<file path="config.mk">
export PLATFORM = sky130hd
export DESIGN_NAME = sr_guard
export DESIGN_NICKNAME = d
export VERILOG_FILES = /design/src/rtl/sr_pkg.sv /design/src/rtl/sr_wel.sv /design/src/rtl/sr_nv.sv /design/src/rtl/sr_region.sv /design/src/rtl/sr_guard.sv
export SDC_FILE = /design/constraint.sdc
export NUM_CORES = 1
export LEC_CHECK = 0
export ABC_CLOCK_PERIOD_IN_PS = 1000
export BUFFER_PORTS_ARGS = -buffer_cell sky130_fd_sc_hd__buf_2
export CORE_AREA = 10 10 47 49
export DETAILED_ROUTE_END_ITERATION = 10
export DIE_AREA = 0 0 57 59
export PLACE_DENSITY = 0.68
export SLEW_MARGIN = 20
export SYNTH_ARGS = -nofsm -noshare
export SYNTH_HDL_FRONTEND = slang
export SYNTH_SLANG_ARGS = --single-unit
</file>
<file path="constraint.sdc">
create_clock -name clk_i -period 1 [get_ports clk_i]
set_input_delay 0 -clock clk_i [delete_from_list [all_inputs] [get_ports clk_i]]
set_output_delay 0 -clock clk_i [all_outputs]
set_load 0.005 [all_outputs]
</file>
<file path="src/rtl/sr_pkg.sv">
package sr_pkg;
  localparam int unsigned SR_PE  = 7;
  localparam int unsigned SR_BP1 = 3;
  localparam int unsigned SR_BP0 = 2;
  localparam int unsigned SR_WEL = 1;
  localparam int unsigned SR_BSY = 0;

  typedef enum logic [1:0] {
    BP_NONE  = 2'b00,
    BP_QUART = 2'b01,
    BP_HALF  = 2'b10,
    BP_ALL   = 2'b11
  } bp_e;
endpackage

</file>
<file path="src/rtl/sr_wel.sv">
module sr_wel (
  input  logic clk_i,
  input  logic rst_ni,
  input  logic set_i,
  input  logic clr_i,
  output logic wel_o
);
  always_ff @(posedge clk_i or negedge rst_ni) begin
    if (!rst_ni)     wel_o <= 1'b0;
    else if (clr_i)  wel_o <= 1'b0;
    else if (set_i)  wel_o <= 1'b1;
  end

  assert_set_R3: assert property (@(posedge clk_i) disable iff (!rst_ni)
    (set_i && !clr_i) |=> wel_o);
  assert_clr_wins_R3: assert property (@(posedge clk_i) disable iff (!rst_ni)
    clr_i |=> !wel_o);
endmodule

</file>
<file path="src/rtl/sr_nv.sv">
module sr_nv
  import sr_pkg::*;
(
  input  logic clk_i,
  input  logic rst_ni,
  input  logic load_i,
  input  logic pe_d_i,
  input  bp_e  bp_d_i,
  output logic pe_o,
  output bp_e  bp_o
);
  always_ff @(posedge clk_i or negedge rst_ni) begin
    if (!rst_ni) begin
      pe_o <= 1'b0;
      bp_o <= BP_NONE;
    end else if (load_i) begin
      pe_o <= pe_d_i;
      bp_o <= bp_d_i;
    end
  end

  assert_hold_R4: assert property (@(posedge clk_i) disable iff (!rst_ni)
    !load_i |=> ($stable(pe_o) && $stable(bp_o)));
endmodule

</file>
<file path="src/rtl/sr_region.sv">
module sr_region
  import sr_pkg::*;
#(
  parameter int unsigned DEPTH = 1024,
  localparam int unsigned AW   = $clog2(DEPTH)
) (
  input  logic [AW-1:0] addr_i,
  input  bp_e           bp_i,
  output logic          hit_o
);
  localparam logic [AW-1:0] QTR_BASE  = AW'(DEPTH - DEPTH / 4);
  localparam logic [AW-1:0] HALF_BASE = AW'(DEPTH / 2);

  always_comb begin
    unique case (bp_i)
      BP_NONE:  hit_o = 1'b0;
      BP_QUART: hit_o = (addr_i >= QTR_BASE);
      BP_HALF:  hit_o = (addr_i >= HALF_BASE);
      default:  hit_o = 1'b1;
    endcase
  end
endmodule

</file>
<file path="src/rtl/sr_guard.sv">
module sr_guard
  import sr_pkg::*;
#(
  parameter int unsigned DEPTH = 1024,
  localparam int unsigned AW   = $clog2(DEPTH)
) (
  input  logic          clk_i,
  input  logic          rst_ni,
  input  logic          wel_set_i,
  input  logic          wel_clr_i,
  input  logic          sr_wr_req_i,
  input  logic [7:0]    sr_wr_data_i,
  input  logic          array_wr_done_i,
  input  logic          busy_i,
  input  logic          wp_pin_i,
  input  logic [AW-1:0] chk_addr_i,
  output logic [7:0]    status_o,
  output logic          array_wr_ok_o,
  output logic          status_wr_ok_o
);
  logic wel, pe, hit, hw_lock, sr_accept;
  bp_e  bp;
  logic unused_data;

  assign unused_data = ^{sr_wr_data_i[6:4], sr_wr_data_i[1:0]};

  // pin only matters once armed by protect-enable
  assign hw_lock        = pe && !wp_pin_i;
  assign status_wr_ok_o = wel && !busy_i && !hw_lock;
  assign sr_accept      = sr_wr_req_i && status_wr_ok_o;

  sr_wel u_wel (
    .clk_i (clk_i),
    .rst_ni(rst_ni),
    .set_i (wel_set_i),
    .clr_i (wel_clr_i || sr_accept || array_wr_done_i),
    .wel_o (wel)
  );

  sr_nv u_nv (
    .clk_i (clk_i),
    .rst_ni(rst_ni),
    .load_i(sr_accept),
    .pe_d_i(sr_wr_data_i[SR_PE]),
    .bp_d_i(bp_e'(sr_wr_data_i[SR_BP1:SR_BP0])),
    .pe_o  (pe),
    .bp_o  (bp)
  );

  sr_region #(.DEPTH(DEPTH)) u_region (
    .addr_i(chk_addr_i),
    .bp_i  (bp),
    .hit_o (hit)
  );

  assign array_wr_ok_o = wel && !busy_i && !hit;
  assign status_o      = {pe, 3'b000, bp, wel, busy_i};

  assert_busy_R9: assert property (@(posedge clk_i) disable iff (!rst_ni)
    busy_i |-> (!array_wr_ok_o && !status_wr_ok_o));
  assert_all_locked_R7: assert property (@(posedge clk_i) disable iff (!rst_ni)
    (status_o[SR_BP1:SR_BP0] == 2'b11) |-> !array_wr_ok_o);
  assert_reject_R6: assert property (@(posedge clk_i) disable iff (!rst_ni)
    (sr_wr_req_i && status_o[SR_PE] && !wp_pin_i) |=> $stable(status_o[7:1]));
  assert_accept_clears_R5: assert property (@(posedge clk_i) disable iff (!rst_ni)
    (sr_wr_req_i && status_wr_ok_o) |=> !status_o[SR_WEL]);
  assert_no_latch_R4: assert property (@(posedge clk_i) disable iff (!rst_ni)
    !status_o[SR_WEL] |-> (!array_wr_ok_o && !status_wr_ok_o));
endmodule

</file>
==> results of run 1 <==
kinds of logic after synthesis:
family	count (synthesis)
compound gates	5
buf+inv	8
flops	4
mux	3
other cells	1
simple gates	2
cell usage in the layout, fill, tap and decap left out, types with 2 or more instances in the layout:
master | synthesis | routed
conb_1 | 1 | 3
buf_2 | 0 | 19
inv_1 | 2 | 2
dlygate4sd3_1 | 0 | 6
dfrtp_1 | 4 | 4
clkbuf_4 | 0 | 3
mux2_4 | 3 | 3
buf_4 | 6 | 3
through the flow:
stage	power [mW]	instances
final	0.671	67
after global routing	0.714	67
after CTS	0.680	67
after detailed placement	0.418	58
after global placement	0.412	58
after floorplan	0.332	25
power groups by stage:
stage	clock network [mW]	registers, mW	logic [mW]
2_1_floorplan	0	0.230	0.101
3_3_place_gp	0	0.223	0.189
3_5_place_dp	0	0.222	0.196
4_1_cts	0.216	0.223	0.240
5_1_grt	0.220	0.231	0.264
6_report	0.210	0.224	0.238
layer usage:
metal	routed length, µm	up-vias
met1	277	126
met4	14	0
met3	93	2
met5	0	-
met2	508	11
li1	-	126
registers in the layout (all words and copies together) (netlist names):
register     cells
u_nv.pe_o        1
u_wel.wel_o      1
u_nv.bp_o        2
layout make-up:
class | count | area [µm²]
tap | 16 | 20.0
sequential | 4 | 100
fill | 156 | 917
multi-input combinational | 13 | 145
inverter | 2 | 7.51
clock buffer | 3 | 22.5
timing repair buffer | 29 | 189
worst max-delay path, cell delays in order, from the launching register on:
cell	delay [ns]
dfrtp_1	0.38
nand2b_4	0.08
a211o_4	0.30
mux2_4	0.30
repair_timing:
action                     4_1_cts  5_1_grt
hold endpoints to repair         7        0
pin swaps                        1        0
hold buffers                     6        0
gates resized for setup          6        0
setup endpoints to repair        6        5
worst min path at each step:
stage                     slack [ns]       startpoint  depth (start not counted)            to
after floorplan                -0.30           rst_ni                          0  u_nv.bp_o[0]
after global placement         -0.19           rst_ni                          1     u_nv.pe_o
after detailed placement       -0.19           rst_ni                          1  u_nv.bp_o[1]
after CTS                      0.005  sr_wr_data_i[7]                          2     u_nv.pe_o
after global routing            0.02  sr_wr_data_i[7]                          2     u_nv.pe_o
final                          0.005  sr_wr_data_i[7]                          2     u_nv.pe_o
==> flow_metrics.env, run 1 <==
export IMPL_status="finished with violations"
export IMPL_violations="setup timing"
export IMPL_layout_drive_gt1_share_pct=66.7
export IMPL_clock_path_buffers=2
export IMPL_use_met2_pct=9.92
export IMPL_power_density_nw_per_um2=1390
export IMPL_h_tree_depth=1
export IMPL_ys_types=12
export IMPL_final_max_slew_viol_count=0
export IMPL_critPathCapture="u_nv.pe_o"
export IMPL_grt_pass1_wl_mm=1.39
export IMPL_antenna_found_initial=0
export IMPL_cts_buffers=3
export IMPL_first_iter_violations=4
export IMPL_rsz0062_at_grt="yes"
export IMPL_rows=14
export IMPL_antenna_left=0
export IMPL_syn_avg_cell_area_um2=11.6
export IMPL_synthMuxAreaShare_pct=16.9
export IMPL_setup_violations=5
export IMPL_post_cts_buffers=0
export IMPL_combPwrFrac_pct=35.4
export IMPL_drt_total_wl_um=894
export IMPL_grt_util_met1_pct=4.31
export IMPL_grt_pass1_vias=332
export IMPL_r2r_end="u_nv.pe_o"
export IMPL_syn_to_final_growth_pct=81.7
export IMPL_r2r_slack_ns=-0.18
export IMPL_arrival_ns=1.30
export IMPL_grt_max_degree=5
export IMPL_peakVddDrop_v=0.000275
export IMPL_post_route_util_pct=34.6
export IMPL_placed_cell_area_um2=374
export IMPL_synth_main_ff_cell="dfrtp_1"
export IMPL_fin_crit_ns=1.18
export IMPL_p_sw_mw=0.190
export IMPL_r2r_start="u_wel.wel_o"
export IMPL_hp_class="in -> reg"
export IMPL_maxCapViolations=0
export IMPL_finalHoldViolCount=0
export IMPL_synth_xor_area_share_pct=0
export IMPL_worst_setup_path_start_kind="register"
export IMPL_cts_tree="built"
export IMPL_initial_utilization_pct=19.0
export IMPL_synth_most_common_cell="buf_4"
export IMPL_worst_slack_ns=-0.178
export IMPL_hold_ws_ns=0.00462
export IMPL_avgRoutedWirePerCell_um=13.3
export IMPL_crit_start="u_wel.wel_o"
export IMPL_finClkSkew_ns=0.00289
export IMPL_yosys_area_top_type="dfrtp_1"
export IMPL_routabilityCongestion=0.611
export IMPL_clkLatencyLatePin_ns=0.24
export IMPL_drc=0
export IMPL_yosysSeqAreaShare_pct=37.6
export IMPL_synth_compound_area_share_pct=17.8
export IMPL_yosysTopAreaCellShare_pct=37.6
export IMPL_crit_fanout=3
export IMPL_dieHeight_um=59
export IMPL_pre_cts_slack_ns=-0.156
export IMPL_synth_simple_area_share_pct=6.57
export IMPL_root_buffer="clkbuf_4"
export IMPL_via_per_inst=3.96
export IMPL_vias=265
export IMPL_ios=36
export IMPL_grt_overflow=0
export IMPL_reg2regPathDepth=3
export IMPL_synthAdderAreaFrac_pct=0
export IMPL_async_flop_share_pct=100
export IMPL_achievable_frequency_mhz=849
export IMPL_die_x_um=57
export IMPL_top_usage_layer="met2"
export IMPL_numPortBuffers=19
export IMPL_synth_area_leaders="dfrtp_1, buf_4, mux2_4, a211o_4, nand2b_4"
export IMPL_p_int_mw=0.481
export IMPL_antenna_cells=0
export IMPL_switching_share_pct=28.3
export IMPL_yosysWarningCount=0
export IMPL_dieArea_um2=3360
export IMPL_clock_power_share_pct=31.3
export IMPL_netlist_area_um2=267
export IMPL_core_area_um2=1400
export IMPL_critical_path_class="reg -> reg"
export IMPL_met3_usage_pct=3.00
export IMPL_cp_end_kind="register"
export IMPL_cts_sinks=4
export IMPL_synth_edff_count=0
export IMPL_p_leak_nw=0.266
export IMPL_p_seq_share_pct=33.3
export IMPL_final_area_um2=484
export IMPL_synth_top_family_by_area="buffers and inverters"
export IMPL_fin_crit_sh_pct=118
export IMPL_layout_nets=79
export IMPL_required_ns=1.12
export IMPL_syn_instance_count=23
export IMPL_track_usage_pct=5.59
export IMPL_finalSetupTns_ns=-0.721
export IMPL_ys_top_cells_by_count="buf_4, dfrtp_1, mux2_4"
export IMPL_clk_pin_slew_ns=0.04
export IMPL_yosys_register_bits=4
export IMPL_firstDrtPassIters=2
No activity file was read; power rests on OpenSTA's default activity.
==> run 2: changes to the inputs <==
PLACE_DENSITY = 0.67   (was 0.68)
SYNTH_HIERARCHICAL = 1   (was not set)
==> run 2 against run 1 <==
  * The flow still finishes with violations (setup timing)
  * Sequential share of layout area rose by 0.27 points
  * Power fell by 0.34%
  * Synthesized area fell by 5.6%
  * Maximum frequency rose by 0.33%
  * Final cell count rose by 3.0%
  * Highest routed layer is now met3
  * Via count rose by 0.38%
  * Combinational power rose by 7%
  * Hold slack got worse by 0.0026 ns
==> flow_metrics.env, run 2 <==
export IMPL_avgRoutedWirePerCell_um=11.4
export IMPL_drt_total_wl_um=786
export IMPL_core_area_um2=1400
export IMPL_cts_buffers=3
export IMPL_cts_sinks=4
export IMPL_async_flop_share_pct=100
export IMPL_grt_pass1_vias=288
export IMPL_synth_main_ff_cell="dfrtp_1"
export IMPL_violations="setup timing"
export IMPL_top_register="u_nv/bp_o"
export IMPL_synth_most_common_cell="buf_4"
export IMPL_via_per_inst=3.86
export IMPL_first_iter_violations=6
export IMPL_worst_slack_ns=-0.174
export IMPL_clk_pin_slew_ns=0.04
export IMPL_power_density_nw_per_um2=1400
export IMPL_yosysWarningCount=6
export IMPL_layout_drive_gt1_share_pct=67.9
export IMPL_ys_top_cells_by_count="buf_4, dfrtp_1, mux2_2, nor2_1"
export IMPL_dieHeight_um=59
export IMPL_root_buffer="clkbuf_4"
export IMPL_h_tree_depth=1
export IMPL_netlist_area_um2=251
export IMPL_track_usage_pct=4.82
export IMPL_maxCapViolations=0
export IMPL_syn_instance_count=26
export IMPL_synthAdderAreaFrac_pct=0
export IMPL_clock_path_buffers=2
export IMPL_final_area_um2=478
export IMPL_final_max_slew_viol_count=0
export IMPL_yosys_area_top_type="dfrtp_1"
export IMPL_initial_utilization_pct=17.9
export IMPL_arrival_ns=1.28
export IMPL_status="finished with violations"
export IMPL_crit_fanout=3
export IMPL_drc=0
export IMPL_clkLatencyLatePin_ns=0.23
export IMPL_firstDrtPassIters=5
export IMPL_rows=14
export IMPL_synth_simple_area_share_pct=14.9
export IMPL_yosysSeqAreaShare_pct=39.8
export IMPL_grt_max_degree=5
export IMPL_final_cell_mix="buf_2, buf_4, dfrtp_1"
export IMPL_layout_commonest_cell="buf_2"
export IMPL_grt_pass1_wl_mm=1.21
export IMPL_worst_setup_path_start_kind="register"
export IMPL_grt_overflow=0
export IMPL_routabilityCongestion=0.635
export IMPL_critical_path_class="reg -> reg"
export IMPL_synth_edff_count=0
export IMPL_synth_xor_area_share_pct=0
export IMPL_rsz0062_at_grt="yes"
export IMPL_layout_nets=81
export IMPL_placed_cell_area_um2=364
export IMPL_vias=266
export IMPL_fin_crit_ns=1.17
export IMPL_finalHoldViolCount=0
export IMPL_cts_tree="built"
export IMPL_fin_crit_sh_pct=117
export IMPL_syn_to_final_growth_pct=90.0
export IMPL_dieArea_um2=3360
export IMPL_reg_top3="u_nv/bp_o (2), u_nv/pe_o (1), u_wel/wel_o (1)"
export IMPL_antenna_cells=0
export IMPL_largest_register_ffs=2
export IMPL_pre_cts_slack_ns=-0.211
export IMPL_p_leak_nw=0.262
export IMPL_required_ns=1.11
export IMPL_nFillCells=149
export IMPL_synthMuxAreaShare_pct=13.4
export IMPL_finClkSkew_ns=0.00344
export IMPL_dp_hpwl_um=650
export IMPL_antenna_found_initial=0
export IMPL_synth_compound_area_share_pct=10.9
export IMPL_yosysTopAreaCellShare_pct=39.8
export IMPL_cp_end_kind="register"
export IMPL_syn_avg_cell_area_um2=9.67
export IMPL_ios=36
export IMPL_hp_class="in -> reg"
export IMPL_yosys_register_bits=4
export IMPL_numPortBuffers=19
export IMPL_peakVddDrop_v=0.000422
export IMPL_antenna_left=0
export IMPL_synth_area_leaders="dfrtp_1, buf_4, mux2_2, o31ai_2, nor2_1"
export IMPL_die_x_um=57
export IMPL_achievable_frequency_mhz=852
export IMPL_ys_types=14
export IMPL_synth_top_family_by_area="buffers and inverters"
export IMPL_setup_violations=6
[run 2: kinds of logic (layout without fill, tap and decap cells)]
group                  Yosys count  in the layout
AOI/OAI and AO/OA                3              3
buffers and inverters            7             32
DFF                              4              4
muxes                            3              3
other                            1              3
and+or+nand+nor                  8              8
[run 2: repair_timing]
item,in CTS,in global routing
buffers inserted,0,2
hold buffers,3,0
pin swaps,1,4
setup endpoints to repair,6,6
resized for setup,6,4
endpoints found under the hold margin,6,0
[run 2: power breakdown]
part           switching [mW]  internal (mW)
clock                  0.0586          0.134
sequential             0.0254          0.196
combinational          0.0886          0.167
total                   0.173          0.496
[run 2: worst paths after layout]
check	from	endpoint	slack, ns	cells past startpoint
max	u_nv/pe_o	u_nv/pe_o	-0.17	3
min	wel_set_i	u_wel/wel_o	0.002	2
max reg2reg	u_nv/pe_o	u_nv/pe_o	-0.17	3
min reg2reg	u_nv/bp_o[1]	u_nv/bp_o[1]	0.54	1
max in group asynchronous	rst_ni	u_nv/pe_o	0.78	2
min in group asynchronous	rst_ni	u_nv/bp_o[0]	0.10	2
[run 2: cell type report]
cell class | count | area (µm²) | area share [%]
Clock buffer | 3 | 22.5 | 4.71
Inverter | 1 | 3.75 | 0.785
Multi-Input combinational cell | 17 | 148 | 30.9
Sequential cell | 4 | 100 | 20.9
Tap cell | 16 | 20.0 | 4.19
Timing Repair Buffer | 28 | 184 | 38.5
[run 2: routing by layer]
metal / share of wire, % / wire length (µm) / vias to the layer above / GRT usage [%]
li1: - / - / 131 / -
met1: 28 / 217 / 123 / 3.49
met2: 58 / 456 / 12 / 7.60
met3: 14 / 112 / 0 / 5.15
met4: 0 / 0 / 0 / 3.02
met5: 0 / 0 / - / 0
[run 2: metrics by stage]
stage                     std cells  TNS (ns)  power (mW)  hold WS [ns]  utilization [%]
after global routing             69    -0.926       0.721       0.00177             34.1
final                            69    -0.578       0.669       0.00199             34.1
after global placement           61    -0.581       0.389        -0.190             26.0
after CTS                        67    -0.741       0.629       0.00195             31.4
after detailed placement         61    -0.709       0.391        -0.189             26.0
after floorplan                  28    -0.518       0.314        -0.296                -
[run 2: critical path, cell delays in order (launching register included)]
cell and delay, ns:
dfrtp_1 0.38, nor2b_4 0.14, nor3_4 0.18, mux2_2 0.36
==> run 3: changes to the inputs <==
ABC_AREA = 1   (was not set)
==> run 3 against run 2 <==
  * The flow still finishes with violations (setup timing)
  * Power decreased by 12%
  * Hold slack gained 0.11 ns
  * Global-route usage rose by 0.25 points
  * Maximum frequency grew 11%
  * Synthesized area rose by 3.0%
  * Clock power about the same
  * Utilization is 0.089 points lower
  * Critical path depth grew 1
  * Sequential cell count stayed put
  * Count of clock-buffer cells in the layout unchanged
  * Die area unchanged
  * Sequential share of layout area grew 0.055 points
==> flow_metrics.env, run 3 <==
export IMPL_status="finished with violations"
export IMPL_violations="setup timing"
export IMPL_yosys_area_top_type="dfrtp_1"
export IMPL_yosys_register_bits=4
export IMPL_final_cell_mix="buf_2, nand2_1, dlygate4sd3_1"
export IMPL_finalSetupTns_ns=-0.0575
export IMPL_cts_sinks=4
export IMPL_routabilityCongestion=0.701
export IMPL_reg_top3="u_nv/bp_o (2), u_nv/pe_o (1), u_wel/wel_o (1)"
export IMPL_top_layer_used="met3"
export IMPL_wl_met3_um=115
export IMPL_dp_hpwl_um=639
export IMPL_rsz0062_at_grt="yes"
export IMPL_final_area_um2=477
export IMPL_syn_instance_count=37
export IMPL_cts_buffers=3
export IMPL_layout_commonest_cell="buf_2"
export IMPL_antenna_cells=0
export IMPL_yosysSeqAreaShare_pct=38.6
export IMPL_h_tree_depth=1
export IMPL_avgRoutedWirePerCell_um=10.2
export IMPL_ys_types=12
export IMPL_first_iter_violations=1
export IMPL_p_leak_nw=0.282
export IMPL_post_route_util_pct=34.0
export IMPL_vias=310
export IMPL_wl_met2_um=449
export IMPL_achievable_frequency_mhz=946
export IMPL_rows=14
export IMPL_top_register="u_nv/bp_o"
export IMPL_root_buffer="clkbuf_4"
export IMPL_grt_pass1_wl_mm=1.29
export IMPL_grt_overflow=0
export IMPL_dieHeight_um=59
export IMPL_synth_main_ff_cell="dfrtp_1"
export IMPL_largest_register_ffs=2
export IMPL_layout_drive_gt1_share_pct=47.8
export IMPL_dieArea_um2=3360
export IMPL_track_usage_pct=5.07
export IMPL_drc=0
export IMPL_synth_area_leaders="dfrtp_1, nand2_1, buf_4, inv_1, nor2_1"
export IMPL_antenna_left=0
export IMPL_yosysTopAreaCellShare_pct=38.6
export IMPL_fin_crit_sh_pct=106
export IMPL_worst_slack_ns=-0.0575
export IMPL_via_per_inst=3.73
export IMPL_initial_utilization_pct=18.5
export IMPL_synth_edff_count=0
export IMPL_cp_end_kind="output port"
export IMPL_arrival_ns=1.06
export IMPL_placed_cell_area_um2=352
export IMPL_yosysWarningCount=6
export IMPL_firstDrtPassIters=2
export IMPL_syn_avg_cell_area_um2=7.00
export IMPL_cts_tree="built"
export IMPL_setup_violations=1
export IMPL_worst_setup_path_start_kind="register"
export IMPL_antenna_found_initial=0
export IMPL_numPortBuffers=19
export IMPL_wl_met1_um=284
export IMPL_die_x_um=57
export IMPL_hp_class="in -> async"
export IMPL_ys_top_cells_by_count="nand2_1, buf_4, dfrtp_1, inv_1, nor2_1"
export IMPL_async_flop_share_pct=100
export IMPL_peakVddDrop_v=0.000463
export IMPL_synth_most_common_cell="nand2_1"
export IMPL_critical_path_class="reg -> out"
export IMPL_power_density_nw_per_um2=1240
export IMPL_ios=36
export IMPL_maxCapViolations=0
export IMPL_clkLatencyLatePin_ns=0.23
export IMPL_grt_max_degree=5
export IMPL_layout_nets=95
export IMPL_finalHoldViolCount=0
export IMPL_syn_to_final_growth_pct=84.1
export IMPL_crit_fanout=4
export IMPL_core_area_um2=1400
export IMPL_clock_path_buffers=2
export IMPL_final_max_slew_viol_count=0
export IMPL_required_ns=1.00
export IMPL_grt_pass1_vias=299
export IMPL_clk_pin_slew_ns=0.04
export IMPL_fin_crit_ns=1.06
export IMPL_netlist_area_um2=259
export IMPL_finClkSkew_ns=0.000989
export IMPL_drt_total_wl_um=849
[run 3: kinds of logic (layout without fill, tap and decap cells)]
family	Yosys count	after routing	share of synthesized area, %
and+or+nand+nor	20	20	33.3
buffers and inverters	11	39	24.6
DFF	4	4	38.6
other	1	3	1.45
AOI/OAI and AO/OA	1	1	1.93
[run 3: final cells by class]
type | count | area [µm²]
clock buffers | 3 | 22.5
fillers | 167 | 925
inverters | 5 | 18.8
multi-input cells | 24 | 103
flip-flops and latches | 4 | 100
well taps | 16 | 20.0
repair buffers | 31 | 213
[run 3: stage by stage]
stage / power [mW] / std cells / hold WS, ns / setup WS (ns)
floorplan: 0.294 / 39 / -0.296 / 0.0853
global placement: 0.357 / 70 / -0.194 / 0.0310
detailed placement: 0.358 / 70 / -0.192 / 0.0211
CTS: 0.595 / 81 / 0.0674 / -0.0797
global route: 0.648 / 83 / 0.122 / -0.122
finish: 0.592 / 83 / 0.111 / -0.0575
[run 3: routing by layer]
| layer | GRT usage (%) | vias to the layer above |
|---|---|---|
| met5 | 0 | - |
| met4 | 4.03 | 0 |
| met3 | 4.08 | 0 |
| met2 | 8.22 | 12 |
| met1 | 3.94 | 135 |
| li1 | - | 163 |
[run 3: worst max-delay path: stages, from the launching register on]
cell	delay [ns]
dfrtp_1	0.39
o21ai_1	0.12
nand2_1	0.07
nor3_1	0.11
buf_2	0.14
[run 3: worst paths after layout]
check,slack [ns],cells past startpoint,startpoint,endpoint
worst max-delay path,-0.06,4,u_nv/bp_o[0],array_wr_ok_o
worst min-delay path,0.11,2,rst_ni,u_wel/wel_o
worst max register to register,0.02,7,u_wel/wel_o,u_nv/pe_o
worst min register to register,0.50,2,u_nv/bp_o[1],u_nv/bp_o[1]
min in group clk_i,0.13,5,sr_wr_req_i,u_nv/bp_o[1]
max in group asynchronous,0.77,2,rst_ni,u_nv/bp_o[0]
[run 3: where the power goes]
| part | internal [mW] | total (mW) | leakage [nW] | switching [mW] |
|---|---|---|---|---|
| clock network | 0.134 | 0.194 | 0.0138 | 0.0598 |
| registers | 0.193 | 0.214 | 0.0514 | 0.0210 |
| logic | 0.109 | 0.184 | 0.216 | 0.0757 |
| total | 0.436 | 0.592 | 0.282 | 0.156 |
[run 3: repair_timing]
item                                   in CTS  in global routing
setup buffers                               1                  2
setup endpoints to repair                   1                  5
pin swaps                                   2                  2
hold buffers                                7                  0
gates resized for setup                     0                  4
endpoints found under the hold margin       8                  0
